$ cat config.mk
export PLATFORM = sky130hd
export DESIGN_NAME = sram_async_ctrl
export DESIGN_NICKNAME = d
export VERILOG_FILES = /design/src/rtl/sram_ctrl_pkg.sv /design/src/rtl/sram_ctrl_seq.sv /design/src/rtl/sram_ctrl_hostif.sv /design/src/rtl/sram_ctrl_pins.sv /design/src/rtl/sram_async_ctrl.sv
export SDC_FILE = /design/constraint.sdc
export NUM_CORES = 1
export LEC_CHECK = 0
export BUFFER_PORTS_ARGS = -buffer_cell sky130_fd_sc_hd__buf_2
export CORE_ASPECT_RATIO = 1.25
export CORE_MARGIN = 4
export CORE_UTILIZATION = 47
export DETAILED_ROUTE_END_ITERATION = 12
export MAX_ROUTING_LAYER = met4
export PLACE_DENSITY = 0.78
export RECOVER_POWER = 25
export SYNTH_ARGS = -nofsm -noshare
export SYNTH_HDL_FRONTEND = slang
export SYNTH_SLANG_ARGS = --single-unit
$ cat constraint.sdc
create_clock -name clk -period 2.3 [get_ports clk]
set_input_delay 0.46 -clock clk [delete_from_list [all_inputs] [get_ports clk]]
set_output_delay 0.46 -clock clk [all_outputs]
set_load 0.01 [all_outputs]
$ cat src/rtl/sram_ctrl_pkg.sv
package sram_ctrl_pkg;
   typedef enum logic [2:0] {
      PH_IDLE,
      PH_SETUP,
      PH_WPULSE,
      PH_WHOLD,
      PH_RWAIT,
      PH_RECOV
   } phase_e;

   function automatic int unsigned max_of4(int unsigned a, int unsigned b,
                                           int unsigned c, int unsigned d);
      int unsigned m;
      m = a;
      if (b > m) m = b;
      if (c > m) m = c;
      if (d > m) m = d;
      return m;
   endfunction

   function automatic logic phase_selects(phase_e p);
      return (p == PH_SETUP) || (p == PH_WPULSE) || (p == PH_WHOLD) || (p == PH_RWAIT);
   endfunction
endpackage

$ cat src/rtl/sram_ctrl_seq.sv
module sram_ctrl_seq
   import sram_ctrl_pkg::*;
#(
   parameter int unsigned SETUP_CYC  = 1,
   parameter int unsigned WPULSE_CYC = 3,
   parameter int unsigned RACC_CYC   = 10,
   parameter int unsigned RECOV_CYC  = 1
) (
   input  logic   clk,
   input  logic   rst,
   input  logic   start,
   input  logic   wr_q,
   output phase_e phase_q,
   output phase_e phase_d,
   output logic   capture,
   output logic   finish
);
   localparam int unsigned MAXC  = max_of4(SETUP_CYC, WPULSE_CYC, RACC_CYC, RECOV_CYC);
   localparam int unsigned CNT_W = (MAXC > 1) ? $clog2(MAXC) : 1;

   generate
      if (SETUP_CYC < 1)  begin : g_bad_setup  $error("SETUP_CYC must be at least 1");  end
      if (WPULSE_CYC < 1) begin : g_bad_pulse  $error("WPULSE_CYC must be at least 1"); end
      if (RACC_CYC < 1)   begin : g_bad_racc   $error("RACC_CYC must be at least 1");   end
      if (RECOV_CYC < 1)  begin : g_bad_recov  $error("RECOV_CYC must be at least 1");  end
   endgenerate

   logic [CNT_W-1:0] cnt_q, cnt_d;
   logic             cnt_zero;

   assign cnt_zero = (cnt_q == '0);
   assign capture  = (phase_q == PH_RWAIT) && cnt_zero;
   assign finish   = (phase_q == PH_RECOV) && cnt_zero;

   always_comb begin
      phase_d = phase_q;
      cnt_d   = cnt_zero ? cnt_q : cnt_q - 1'b1;
      unique case (phase_q)
         PH_IDLE: begin
            cnt_d = cnt_q;
            if (start) begin
               phase_d = PH_SETUP;
               cnt_d   = CNT_W'(SETUP_CYC - 1);
            end
         end
         PH_SETUP: if (cnt_zero) begin
            phase_d = wr_q ? PH_WPULSE : PH_RWAIT;
            cnt_d   = wr_q ? CNT_W'(WPULSE_CYC - 1) : CNT_W'(RACC_CYC - 1);
         end
         PH_WPULSE: if (cnt_zero) begin
            phase_d = PH_WHOLD;
            cnt_d   = '0;
         end
         PH_WHOLD: begin
            phase_d = PH_RECOV;
            cnt_d   = CNT_W'(RECOV_CYC - 1);
         end
         PH_RWAIT: if (cnt_zero) begin
            phase_d = PH_RECOV;
            cnt_d   = CNT_W'(RECOV_CYC - 1);
         end
         PH_RECOV: if (cnt_zero) begin
            phase_d = PH_IDLE;
            cnt_d   = '0;
         end
         default: begin
            phase_d = PH_IDLE;
            cnt_d   = '0;
         end
      endcase
   end

   always_ff @(posedge clk) begin
      if (rst) begin
         phase_q <= PH_IDLE;
         cnt_q   <= '0;
      end else begin
         phase_q <= phase_d;
         cnt_q   <= cnt_d;
      end
   end

   // a transaction is only started from idle
   assert_start_from_idle_R9: assert property (@(posedge clk) disable iff (rst)
      start |-> (phase_q == PH_IDLE));
   // hold phase always follows the strobe-low phase
   assert_hold_after_pulse_R5: assert property (@(posedge clk) disable iff (rst)
      (phase_q == PH_WHOLD) |-> ($past(phase_q) == PH_WPULSE));
endmodule

$ cat src/rtl/sram_ctrl_hostif.sv
module sram_ctrl_hostif
   import sram_ctrl_pkg::*;
#(
   parameter int unsigned ADDR_W = 17,
   parameter int unsigned DATA_W = 8
) (
   input  logic              clk,
   input  logic              rst,
   input  logic              host_req,
   input  logic              host_wr,
   input  logic [ADDR_W-1:0] host_addr,
   input  logic [DATA_W-1:0] host_wdata,
   input  phase_e            phase_q,
   input  logic              capture,
   input  logic              finish,
   input  logic [DATA_W-1:0] mem_dq_i,
   output logic              start,
   output logic              wr_q,
   output logic              wr_eff,
   output logic [ADDR_W-1:0] addr_q,
   output logic [DATA_W-1:0] wdata_q,
   output logic              busy,
   output logic              done,
   output logic [DATA_W-1:0] rdata
);
   generate
      if (ADDR_W < 1 || DATA_W < 1) begin : g_bad_width
         $error("ADDR_W and DATA_W must be positive");
      end
   endgenerate

   assign busy   = (phase_q != PH_IDLE);
   assign start  = host_req && !busy;
   assign wr_eff = start ? host_wr : wr_q;

   always_ff @(posedge clk) begin
      if (rst) begin
         wr_q    <= 1'b0;
         addr_q  <= '0;
         wdata_q <= '0;
         done    <= 1'b0;
         rdata   <= '0;
      end else begin
         done <= finish;
         if (start) begin
            wr_q    <= host_wr;
            addr_q  <= host_addr;
            wdata_q <= host_wdata;
         end
         if (capture) rdata <= mem_dq_i;
      end
   end

   // address held across the whole transaction
   assert_addr_stable_R10: assert property (@(posedge clk) disable iff (rst)
      (busy && $past(busy)) |-> $stable(addr_q));
   // completion is a single-cycle pulse while idle
   assert_done_pulse_R9: assert property (@(posedge clk) disable iff (rst)
      done |=> !done);
   assert_done_idle_R9: assert property (@(posedge clk) disable iff (rst)
      done |-> !busy);
   // read byte only changes on a read completion path
   assert_rdata_hold_R8: assert property (@(posedge clk) disable iff (rst)
      (phase_q == PH_WPULSE) |-> $stable(rdata));
endmodule

$ cat src/rtl/sram_ctrl_pins.sv
module sram_ctrl_pins
   import sram_ctrl_pkg::*;
(
   input  logic   clk,
   input  logic   rst,
   input  phase_e phase_d,
   input  logic   wr_eff,
   output logic   cs1_n,
   output logic   cs2,
   output logic   we_n,
   output logic   oe_n,
   output logic   dq_oe
);
   logic sel_q;

   assign cs1_n = ~sel_q;
   assign cs2   = sel_q;

   always_ff @(posedge clk) begin
      if (rst) begin
         sel_q <= 1'b0;
         we_n  <= 1'b1;
         oe_n  <= 1'b1;
         dq_oe <= 1'b0;
      end else begin
         sel_q <= phase_selects(phase_d);
         we_n  <= (phase_d != PH_WPULSE);
         oe_n  <= (phase_d != PH_RWAIT);
         dq_oe <= wr_eff && ((phase_d == PH_SETUP) || (phase_d == PH_WPULSE) ||
                             (phase_d == PH_WHOLD));
      end
   end

   // no bus contention, no read during a write strobe
   assert_no_contention_R7: assert property (@(posedge clk) disable iff (rst)
      !(dq_oe && !oe_n));
   assert_oe_we_exclusive_R7: assert property (@(posedge clk) disable iff (rst)
      !(!we_n && !oe_n));
   // strobe low and its rising edge only while selected
   assert_we_selected_R5: assert property (@(posedge clk) disable iff (rst)
      !we_n |-> (!cs1_n && cs2));
   assert_we_rise_selected_R5: assert property (@(posedge clk) disable iff (rst)
      $rose(we_n) |-> (!cs1_n && cs2));
   // address set up before the strobe falls
   assert_we_setup_R4: assert property (@(posedge clk) disable iff (rst)
      $fell(we_n) |-> $past(sel_q));
   // data driven across the strobe's rising edge
   assert_dq_hold_R6: assert property (@(posedge clk) disable iff (rst)
      $rose(we_n) |-> dq_oe);
   // chip selects always opposite in sense
   assert_cs_pair_R2: assert property (@(posedge clk) disable iff (rst)
      cs1_n != cs2);
endmodule

$ cat src/rtl/sram_async_ctrl.sv
module sram_async_ctrl
   import sram_ctrl_pkg::*;
#(
   parameter int unsigned ADDR_W     = 17,
   parameter int unsigned DATA_W     = 8,
   parameter int unsigned SETUP_CYC  = 1,
   parameter int unsigned WPULSE_CYC = 3,
   parameter int unsigned RACC_CYC   = 10,
   parameter int unsigned RECOV_CYC  = 1
) (
   input  logic              clk,
   input  logic              rst,
   input  logic              host_req,
   input  logic              host_wr,
   input  logic [ADDR_W-1:0] host_addr,
   input  logic [DATA_W-1:0] host_wdata,
   output logic [DATA_W-1:0] host_rdata,
   output logic              host_done,
   output logic              host_busy,
   output logic [ADDR_W-1:0] mem_addr,
   output logic              mem_cs1_n,
   output logic              mem_cs2,
   output logic              mem_we_n,
   output logic              mem_oe_n,
   output logic [DATA_W-1:0] mem_dq_o,
   output logic              mem_dq_oe,
   input  logic [DATA_W-1:0] mem_dq_i
);
   phase_e phase_q, phase_d;
   logic   start, wr_q, wr_eff, capture, finish;

   sram_ctrl_seq #(
      .SETUP_CYC(SETUP_CYC), .WPULSE_CYC(WPULSE_CYC),
      .RACC_CYC(RACC_CYC),   .RECOV_CYC(RECOV_CYC)
   ) u_seq (
      .clk(clk), .rst(rst), .start(start), .wr_q(wr_q),
      .phase_q(phase_q), .phase_d(phase_d), .capture(capture), .finish(finish)
   );

   sram_ctrl_hostif #(.ADDR_W(ADDR_W), .DATA_W(DATA_W)) u_host (
      .clk(clk), .rst(rst),
      .host_req(host_req), .host_wr(host_wr),
      .host_addr(host_addr), .host_wdata(host_wdata),
      .phase_q(phase_q), .capture(capture), .finish(finish),
      .mem_dq_i(mem_dq_i),
      .start(start), .wr_q(wr_q), .wr_eff(wr_eff),
      .addr_q(mem_addr), .wdata_q(mem_dq_o),
      .busy(host_busy), .done(host_done), .rdata(host_rdata)
   );

   sram_ctrl_pins u_pins (
      .clk(clk), .rst(rst), .phase_d(phase_d), .wr_eff(wr_eff),
      .cs1_n(mem_cs1_n), .cs2(mem_cs2), .we_n(mem_we_n),
      .oe_n(mem_oe_n), .dq_oe(mem_dq_oe)
   );

   // idle always means standby on the memory
   assert_idle_standby_R2: assert property (@(posedge clk) disable iff (rst)
      !host_busy |-> (mem_cs1_n && !mem_cs2 && mem_we_n && mem_oe_n && !mem_dq_oe));
endmodule

==> results of run 1 <==
## per-stage QoR
| step | util, % | total power [uW] | hold slack (ns) | setup slack (ns) |
|---|---|---|---|---|
| finish | 61.4 | 2830 | 0.395 | 0.353 |
| global placement | 59.3 | 2270 | 0.439 | 0.427 |
| global route | 61.4 | 3050 | 0.390 | 0.191 |
| CTS | 62.1 | 2870 | 0.384 | 0.352 |
| detailed placement | 59.3 | 2290 | 0.443 | 0.371 |
| floorplan | - | 1930 | 0.465 | 0.478 |
## cell usage after synthesis
cell and instances:
a2111oi_0 2, a21o_1 2, a21oi_1 29, a31oi_1 3
a41o_1 3, and3_1 1, and4bb_2 1, buf_2 2
buf_6 1, clkbuf_1 14, dfxtp_1 46, ha_1 2
inv_1 5, mux2i_1 9, nand2_1 57, nand2b_1 1
nand3_1 2, nand4_1 2, nor2_1 11, nor2b_1 1
nor3_1 5, nor3b_1 3, nor4_1 1, nor4b_2 1
o211ai_1 1, o21a_1 1, o21ai_0 2, o32a_1 1
or3_1 6, or3b_1 1, or4_1 1, or4b_1 1
## flip-flops by register name, summed over array words and instances, names as in the netlist
register and count:
u_host.done 1, u_host.rdata 8, u_seq.cnt_q 4, u_host.wr_q 1, u_pins.cs2 1, u_host.addr_q 17
u_pins.dq_oe 1, u_pins.we_n 1, u_pins.oe_n 1, u_host.wdata_q 8, u_seq.phase_q 3
## layer usage
layer,share of wire [%],vias up,routed length [um]
met2,52,47,2210
li1,-,876,-
met4,1.5,0,64
met5,0,-,0
met1,42,767,1790
met3,5.1,7,219
## path summary, 6_finish.rpt
kind | end | slack (ns) | cells past startpoint
hold reg to reg | u_host.addr_q[2]$_SDFFE_PP0P_ | 0.45 | 2
hold / removal | u_host.addr_q[0]$_SDFFE_PP0P_ | 0.40 | 3
setup reg to reg | u_host.rdata[1]$_SDFFE_PP0P_ | 0.36 | 6
setup / recovery | host_busy | 0.35 | 2
## kinds of logic after synthesis
logic type | count (synthesis)
fa+ha+maj | 2
buf+inv | 22
simple gates | 95
compound gates | 44
mux | 9
flops | 46
## layout by cell type, fill, tap and decap left out
| cell | n |
|---|---|
| nor3b_1 | 3 |
| o32a_1 | 1 |
| dfxtp_1 | 46 |
| clkbuf_1 | 23 |
| and3_1 | 1 |
| o211ai_1 | 1 |
| nor4_1 | 1 |
| or4_1 | 1 |
| bufinv_16 | 1 |
| nand2_1 | 57 |
| buf_2 | 55 |
| or3_1 | 6 |
| a21o_1 | 2 |
| a41o_1 | 3 |
| a2111oi_0 | 2 |
| mux2i_1 | 9 |
| buf_4 | 4 |
| a31oi_1 | 3 |
| nand4_1 | 2 |
| clkbuf_8 | 5 |
| nor3_1 | 5 |
| a21oi_1 | 29 |
| nand3_1 | 2 |
| nor2_1 | 11 |
| nand2b_1 | 1 |
| and4bb_2 | 1 |
| ha_1 | 2 |
| o21a_1 | 1 |
| or3b_1 | 1 |
| inv_1 | 5 |
| or4b_1 | 1 |
| nor4b_4 | 1 |
| nor2b_1 | 1 |
| o21ai_0 | 2 |
## critical path, delay by kind of cell (launching register included)
| kind | cells | cell delay, ns |
|---|---|---|
| simple gates | 1 | 0.53 |
| buf+inv | 1 | 0.18 |
| flops | 1 | 0.49 |
## layout make-up
class	count	share of cell area [%]
sequential	46	39.6
multi-input combinational	150	35.6
timing repair buffer	80	16.5
clock buffer	7	3.28
tap	54	2.91
clock inverter	1	1.29
inverter	5	0.807
## power breakdown
group | internal [uW] | total (uW) | switching, uW
Clock | 325 | 578 | 253
Sequential | 981 | 1160 | 177
Combinational | 464 | 1090 | 625
Total | 1770 | 2830 | 1060
==> flow_metrics.env, run 1 <==
export IMPL_setup_tns_ns=0
export IMPL_synth_mux_area_share_pct=4.92
export IMPL_vias_per_cell=4.95
export IMPL_antenna_found_initial=0
export IMPL_diodes=0
export IMPL_yosysWarnings=0
export IMPL_rsz0062_at_grt="false"
export IMPL_finalNonFillerCells=343
export IMPL_pin_count=77
export IMPL_syn_area_per_cell_um2=8.40
export IMPL_critPathMaxFanout=16
export IMPL_drv_slew=0
export IMPL_detail_route_wl_per_cell_um=12.5
export IMPL_port_buffers=76
export IMPL_seq_area_um2=921
export IMPL_netlist_instances=218
export IMPL_synth_top_area_cell="dfxtp_1"
export IMPL_ir_drop_mv=0.576
export IMPL_crit_arrival_ns=1.49
export IMPL_syn_nets=257
export IMPL_power_density_mw_per_mm2=1220
export IMPL_grt_pass1_wl_um=7310
export IMPL_rr_startpoint="u_seq.cnt_q[0]$_SDFFE_PP0P_"
export IMPL_drive_above_1_share_pct=23.2
export IMPL_initial_core_util_pct=48.4
export IMPL_min_from="host_addr[0]"
export IMPL_cts_tree="done"
export IMPL_worstSetupStartpoint="u_seq.phase_q[2]$_SDFF_PP0_"
export IMPL_dr_total_vias=1697
export IMPL_cts_setup_buffers=0
export IMPL_synth_distinct_cells=32
export IMPL_static_leakage_power_uw=0.00106
export IMPL_slowest_stage="or3_1"
export IMPL_hpwl_um=3070
export IMPL_ant_nets=0
export IMPL_final_period_utilization_pct=84.7
export IMPL_core_area_mm2=0.00378
export IMPL_die_height_um=77.8
export IMPL_fmax_mhz=514
export IMPL_multi_input_area_um2=827
export IMPL_netlist_area_mm2=0.00183
export IMPL_critPathRequiredTime_ns=1.84
export IMPL_critPathKind="reg2out"
export IMPL_grt_max_degree=35
export IMPL_cpPeakStageDelay_ns=0.53
export IMPL_grt_busiest_layer="met2"
export IMPL_crit_chain="or3_1, buf_2"
export IMPL_outcome="complete, no violations"
export IMPL_setup_viol=0
export IMPL_finalNetCount=327
export IMPL_grtUsageMet2_pct=32.1
export IMPL_hold_viol_final=0
export IMPL_die_w_um=63.8
export IMPL_synth_compound_area_share_pct=14.3
export IMPL_globalRoute_totalOverflow=0
export IMPL_timing_max_cap_violations=0
export IMPL_gp_congestion=0.829
export IMPL_ctsHoldBuffers=0
export IMPL_drt_iter0_drc=83
export IMPL_synth_top_area_share_pct=50.3
export IMPL_area_growth_pct=26.9
export IMPL_use_met1_pct=21.2
export IMPL_synth_top_family_by_area="simple AND/OR/NAND/NOR gates"
export IMPL_placed_area_mm2=0.00224
export IMPL_ys_seq_area_share_pct=50.3
export IMPL_synth_simple_area_share_pct=24.1
export IMPL_worst_setup_path_start_kind="flop"
export IMPL_wl_um=4280
export IMPL_fin_area_mm2=0.00232
export IMPL_hold_class="in2reg"
export IMPL_grt_usage_pct=18.7
export IMPL_worst_pin_slew_ns=0.588
export IMPL_yosys_register_bits=46
export IMPL_grt_pass1_vias=1649
export IMPL_die_area_mm2=0.00497
export IMPL_synth_xor_area_share_pct=0
export IMPL_fill_cells=358
export IMPL_clock_root_buffer="clkbuf_8"
export IMPL_post_route_drc_count=0
export IMPL_rows=25
export IMPL_cts_buffers=5
export IMPL_dp_cells=335
export IMPL_h_tree_depth=2
export IMPL_fin_skew_ns=0.00734
export IMPL_post_cts_resized=0
export IMPL_worstSkewPairLatency_ns=0.29
export IMPL_slew_headroom_pct=60.7
export IMPL_clock_path_buffers=2
export IMPL_fin_crit_ns=1.95
export IMPL_clock_sinks=46
export IMPL_clkTransAtPathRegs_ns=0.08
export IMPL_synth_fa_ha_area_share_pct=1.37
export IMPL_grt_util_met3_pct=4.34
export IMPL_ys_top_cells_by_area="dfxtp_1 50%, nand2_1 12%, a21oi_1 7.9%"
export IMPL_end_kind="primary output"
export IMPL_dr_pass1_iters=4
Power figures use the tool's default switching activity.
==> run 2: changes to the inputs <==
Settings changed: CORE_UTILIZATION 47 to 42, PLACE_DENSITY 0.78 to 0.73.
Clock period 2.3 ns to 1.7 ns, I/O delays scaled along.
==> flow_metrics.env, run 2 (same netlist as run 1, synthesis figures left out) <==
export IMPL_hpwl_um=3210
export IMPL_outcome="finished, violations left"
export IMPL_diodes=0
export IMPL_clock_path_buffers=2
export IMPL_final_cell_mix="58 x buf_2, 57 x nand2_1, 44 x dfxtp_1, 29 x a21oi_1, 19 x clkbuf_1"
export IMPL_cts_tree="done"
export IMPL_hold_class="in2reg"
export IMPL_fin_skew_ns=0.00593
export IMPL_fill_cells=430
export IMPL_dr_total_vias=1790
export IMPL_grt_usage_pct=17.2
export IMPL_final_period_utilization_pct=103
export IMPL_drive_above_1_share_pct=31.6
export IMPL_grt_pass1_wl_um=7140
export IMPL_dr_pass1_iters=4
export IMPL_ant_nets=0
export IMPL_port_buffers=76
export IMPL_fin_crit_ns=1.74
export IMPL_worst_path_buf_inv=2
export IMPL_slowest_stage="or3b_4"
export IMPL_ir_drop_mv=0.674
export IMPL_rsz0062_at_grt="true"
export IMPL_antenna_found_initial=0
export IMPL_layout_commonest_cell="buf_2"
export IMPL_fmax_mhz=574
export IMPL_cp_top_family="simple AND/OR/NAND/NOR gates"
export IMPL_dp_cells=350
export IMPL_die_w_um=67.1
export IMPL_cpPeakStageDelay_ns=0.39
export IMPL_core_area_mm2=0.00416
export IMPL_critPathKind="reg2reg"
export IMPL_vias_per_cell=4.97
export IMPL_power_density_mw_per_mm2=1600
export IMPL_top_register="u_host.addr_q"
export IMPL_rows=26
export IMPL_critPathMaxFanout=5
export IMPL_fin_area_mm2=0.00247
export IMPL_wl_um=4380
export IMPL_setup_viol=8
export IMPL_initial_core_util_pct=44.0
export IMPL_clock_sinks=46
export IMPL_grt_pass1_vias=1707
export IMPL_violations="negative setup slack"
export IMPL_h_tree_depth=2
export IMPL_detail_route_wl_per_cell_um=12.2
export IMPL_slew_headroom_pct=66.8
export IMPL_clkTransAtPathRegs_ns=0.08
export IMPL_hold_viol_final=0
export IMPL_drv_slew=0
export IMPL_grt_max_degree=29
export IMPL_end_kind="flop"
export IMPL_area_growth_pct=34.8
export IMPL_top_regs="u_host.addr_q x17, u_host.rdata x8, u_host.wdata_q x8"
export IMPL_worstSkewPairLatency_ns=0.29
export IMPL_pin_count=77
export IMPL_die_height_um=81.8
export IMPL_timing_max_cap_violations=0
export IMPL_die_area_mm2=0.00549
export IMPL_cts_buffers=5
export IMPL_finalNetCount=343
export IMPL_post_route_drc_count=0
export IMPL_gp_congestion=0.829
export IMPL_finalNonFillerCells=360
export IMPL_largest_reg_flops=17
export IMPL_drt_iter0_drc=68
export IMPL_globalRoute_totalOverflow=0
export IMPL_clock_root_buffer="clkbuf_8"
export IMPL_worst_pin_slew_ns=0.493
export IMPL_critPathRequiredTime_ns=1.87
export IMPL_worst_setup_path_start_kind="flop"
export IMPL_placed_area_mm2=0.00236
export IMPL_crit_chain="inv_2, ha_4, or3b_4, or3_4, buf_6, mux2i_1, nor2_1"
export IMPL_static_leakage_power_uw=0.00115
export IMPL_crit_arrival_ns=1.91
export IMPL_whs_ns=0.281
export IMPL_setup_slack_ns=-0.0430
-- run 2: cell types whose count changed in the layout (fill, tap and decap cells not counted), moves of 2 or more --
cell      change
buf_2         +3
clkbuf_1      -4
dfxtp_2       +2
buf_6         +2
inv_2         +2
buf_4        +14
or3_4         +2
dfxtp_1       -2
inv_1         -2
or3_1         -2
-- run 2: metrics by stage --
step,util [%],total power [uW],setup slack [ns],setup TNS (ns)
after floorplan,-,2660,-0.0467,-0.397
after global placement,56.6,3220,-0.0248,-0.171
after detailed placement,56.6,3230,-0.0651,-0.456
after CTS,59.3,3940,-0.0317,-0.155
after global routing,59.3,4260,-0.121,-0.818
final,59.3,3940,-0.0430,-0.252
-- run 2: power by group --
part | internal (uW) | switching (uW)
clock network | 282 | 334
registers | 1330 | 200
logic | 861 | 936
total | 2470 | 1470
-- run 2: timing repair --
action                     in CTS  in global routing
gates resized for setup         6                  4
hold buffers                    0                  0
pin swaps                       0                  1
cloned                          1                  0
setup endpoints to repair       9                 14
setup buffers                   1                  1
-- run 2: worst min-delay path: stages --
cell and delay, ns:
buf_2 0.07, mux2i_1 0.05, nor2_1 0.07
-- run 2: metal layers --
metal	vias up	wire, um	GRT usage (%)
li1	911	-	-
met1	814	1830	18.9
met2	57	2210	29.2
met3	8	231	2.87
met4	0	106	9.53
met5	-	0	-
-- run 2: worst paths after layout --
check / slack [ns] / cells past startpoint / end / from
setup / recovery: -0.04 / 7 / u_host.rdata[6]$_SDFFE_PP0P_ / u_seq.cnt_q[1]$_SDFFE_PP0P_
hold / removal: 0.28 / 3 / u_host.rdata[1]$_SDFFE_PP0P_ / mem_dq_i[1]
setup reg to reg: -0.04 / 7 / u_host.rdata[6]$_SDFFE_PP0P_ / u_seq.cnt_q[1]$_SDFFE_PP0P_
hold reg to reg: 0.45 / 2 / u_host.addr_q[1]$_SDFFE_PP0P_ / u_host.addr_q[1]$_SDFFE_PP0P_
-- run 2: area by class of cell --
cell class                      count  area [um^2]  area share (%)
Multi-Input combinational cell    150          861            34.9
Clock buffer                        6         72.6            2.94
Clock inverter                      1         7.51           0.304
Tap cell                           56         70.1            2.84
Inverter                            5         18.8           0.760
Sequential cell                    46          923            37.4
Timing Repair Buffer               96          515            20.9
==> run 3: changes to the inputs <==
==> constraint.sdc (replaced) <==
create_clock -name clk -period 1.7 [get_ports clk]
set_input_delay 0.34 -clock clk [delete_from_list [all_inputs] [get_ports clk]]
set_output_delay 0.34 -clock clk [all_outputs]
set_load 0.005 [all_outputs]
==> flow_metrics.env, run 3 (same netlist as run 1, synthesis figures left out) <==
export IMPL_port_buffers=76
export IMPL_critPathMaxFanout=5
export IMPL_cts_tree="done"
export IMPL_setup_slack_ns=-0.0410
export IMPL_end_kind="flop"
export IMPL_violations="negative setup slack"
export IMPL_finalNetCount=343
export IMPL_drt_iter0_drc=68
export IMPL_rsz0062_at_grt="true"
export IMPL_outcome="finished, violations left"
export IMPL_worstSkewPairLatency_ns=0.29
export IMPL_ant_nets=0
export IMPL_wl_um=4370
export IMPL_slew_headroom_pct=66.8
export IMPL_clkTransAtPathRegs_ns=0.08
export IMPL_antenna_found_initial=0
export IMPL_grt_max_degree=29
export IMPL_post_route_drc_count=0
export IMPL_dr_total_vias=1783
export IMPL_die_w_um=67.1
export IMPL_worst_pin_slew_ns=0.493
export IMPL_globalRoute_totalOverflow=0
export IMPL_critPathRequiredTime_ns=1.87
export IMPL_h_tree_depth=2
export IMPL_die_height_um=81.8
export IMPL_worst_path_buf_inv=2
export IMPL_hpwl_um=3210
export IMPL_clock_path_buffers=2
export IMPL_whs_ns=0.281
export IMPL_slowest_stage="or3b_4"
export IMPL_worst_setup_path_start_kind="flop"
export IMPL_fin_skew_ns=0.00517
export IMPL_setup_viol=8
export IMPL_gp_congestion=0.829
export IMPL_static_leakage_power_uw=0.00119
export IMPL_drive_above_1_share_pct=35.5
export IMPL_layout_commonest_cell="buf_2"
export IMPL_fmax_mhz=574
export IMPL_die_area_mm2=0.00549
export IMPL_rows=26
export IMPL_grt_usage_pct=17.2
export IMPL_final_cell_mix="70 x buf_2, 57 x nand2_1, 44 x dfxtp_1, 29 x a21oi_1, 18 x buf_4"
export IMPL_ir_drop_mv=0.673
export IMPL_finalNonFillerCells=360
export IMPL_dp_cells=350
export IMPL_power_density_mw_per_mm2=1560
export IMPL_clock_sinks=46
export IMPL_top_register="u_host.addr_q"
export IMPL_diodes=0
export IMPL_drv_slew=0
export IMPL_clock_root_buffer="clkbuf_8"
export IMPL_initial_core_util_pct=44.0
export IMPL_pin_count=77
export IMPL_grt_pass1_wl_um=7140
export IMPL_detail_route_wl_per_cell_um=12.1
export IMPL_vias_per_cell=4.95
export IMPL_hold_viol_final=0
export IMPL_cp_top_family="simple AND/OR/NAND/NOR gates"
export IMPL_ctsHoldBuffers=0
export IMPL_final_period_utilization_pct=102
export IMPL_top_regs="u_host.addr_q x17, u_host.rdata x8, u_host.wdata_q x8"
export IMPL_core_area_mm2=0.00416
export IMPL_dr_pass1_iters=5
export IMPL_fin_crit_ns=1.74
export IMPL_area_growth_pct=35.6
export IMPL_cpPeakStageDelay_ns=0.39
export IMPL_crit_chain="inv_2, ha_4, or3b_4, or3_4, buf_6, mux2i_1, nor2_1"
export IMPL_critPathKind="reg2reg"
export IMPL_hold_class="in2reg"
export IMPL_timing_max_cap_violations=0
export IMPL_cts_buffers=5
export IMPL_crit_arrival_ns=1.91
export IMPL_grt_pass1_vias=1707
export IMPL_largest_reg_flops=17
==> run 3: changes by cell type in the layout (fill, tap and decap cells not counted) <==
cell      change
clkbuf_1     -12
buf_2        +12
==> run 3: path summary, 6_finish.rpt <==
kind                                   end                     startpoint  cells past startpoint  slack [ns]
min reg2reg  u_host.addr_q[1]$_SDFFE_PP0P_  u_host.addr_q[1]$_SDFFE_PP0P_                      2        0.45
max reg2reg   u_host.rdata[6]$_SDFFE_PP0P_    u_seq.cnt_q[1]$_SDFFE_PP0P_                      7       -0.04
max           u_host.rdata[6]$_SDFFE_PP0P_    u_seq.cnt_q[1]$_SDFFE_PP0P_                      7       -0.04
min           u_host.rdata[1]$_SDFFE_PP0P_                    mem_dq_i[1]                      3        0.28
==> run 3: area by class of cell <==
cell class | instances | area [um^2]
multi-input combinational | 150 | 861
clock buffer | 6 | 72.6
clock inverter | 1 | 7.51
timing repair buffer | 96 | 531
fill | 426 | 1680
tap | 56 | 70.1
sequential | 46 | 923
inverter | 5 | 18.8
==> run 3: metrics by stage <==
stage	total power, uW	instance area [um^2]	TNS (ns)	util, %	setup slack [ns]
floorplan	2570	1850	-0.397	-	-0.0467
global placement	3130	2360	-0.171	56.6	-0.0248
detailed placement	3150	2360	-0.456	56.6	-0.0651
CTS	3850	2470	-0.155	59.3	-0.0317
global route	4190	2480	-0.818	59.6	-0.121
finish	3870	2480	-0.236	59.6	-0.0410
==> run 3: repair_timing <==
item,4_1_cts,5_1_grt
pin swaps,0,1
endpoints found under the hold margin,0,0
gates resized for setup,6,4
setup buffers,1,1
cloned,1,0
endpoints found under the setup margin,9,14
==> run 3: routing by layer <==
layer / share of wire (%) / up-vias / global-route usage, %
li1: - / 911 / -
met1: 42 / 809 / 18.9
met2: 51 / 55 / 29.2
met3: 5.1 / 8 / 2.87
met4: 2.4 / 0 / 9.53
met5: 0 / - / -
==> run 3: worst reg2reg max path: stages, from the launching register on <==
cell and delay, ns:
dfxtp_2 0.33, inv_2 0.07, ha_4 0.13, or3b_4 0.39, or3_4 0.36, buf_6 0.15, mux2i_1 0.14, nor2_1 0.05
==> run 3: power by group <==
| group | internal [uW] | switching [uW] | total, uW |
|---|---|---|---|
| Clock | 282 | 333 | 614 |
| Combinational | 871 | 855 | 1730 |
| Sequential | 1330 | 198 | 1530 |
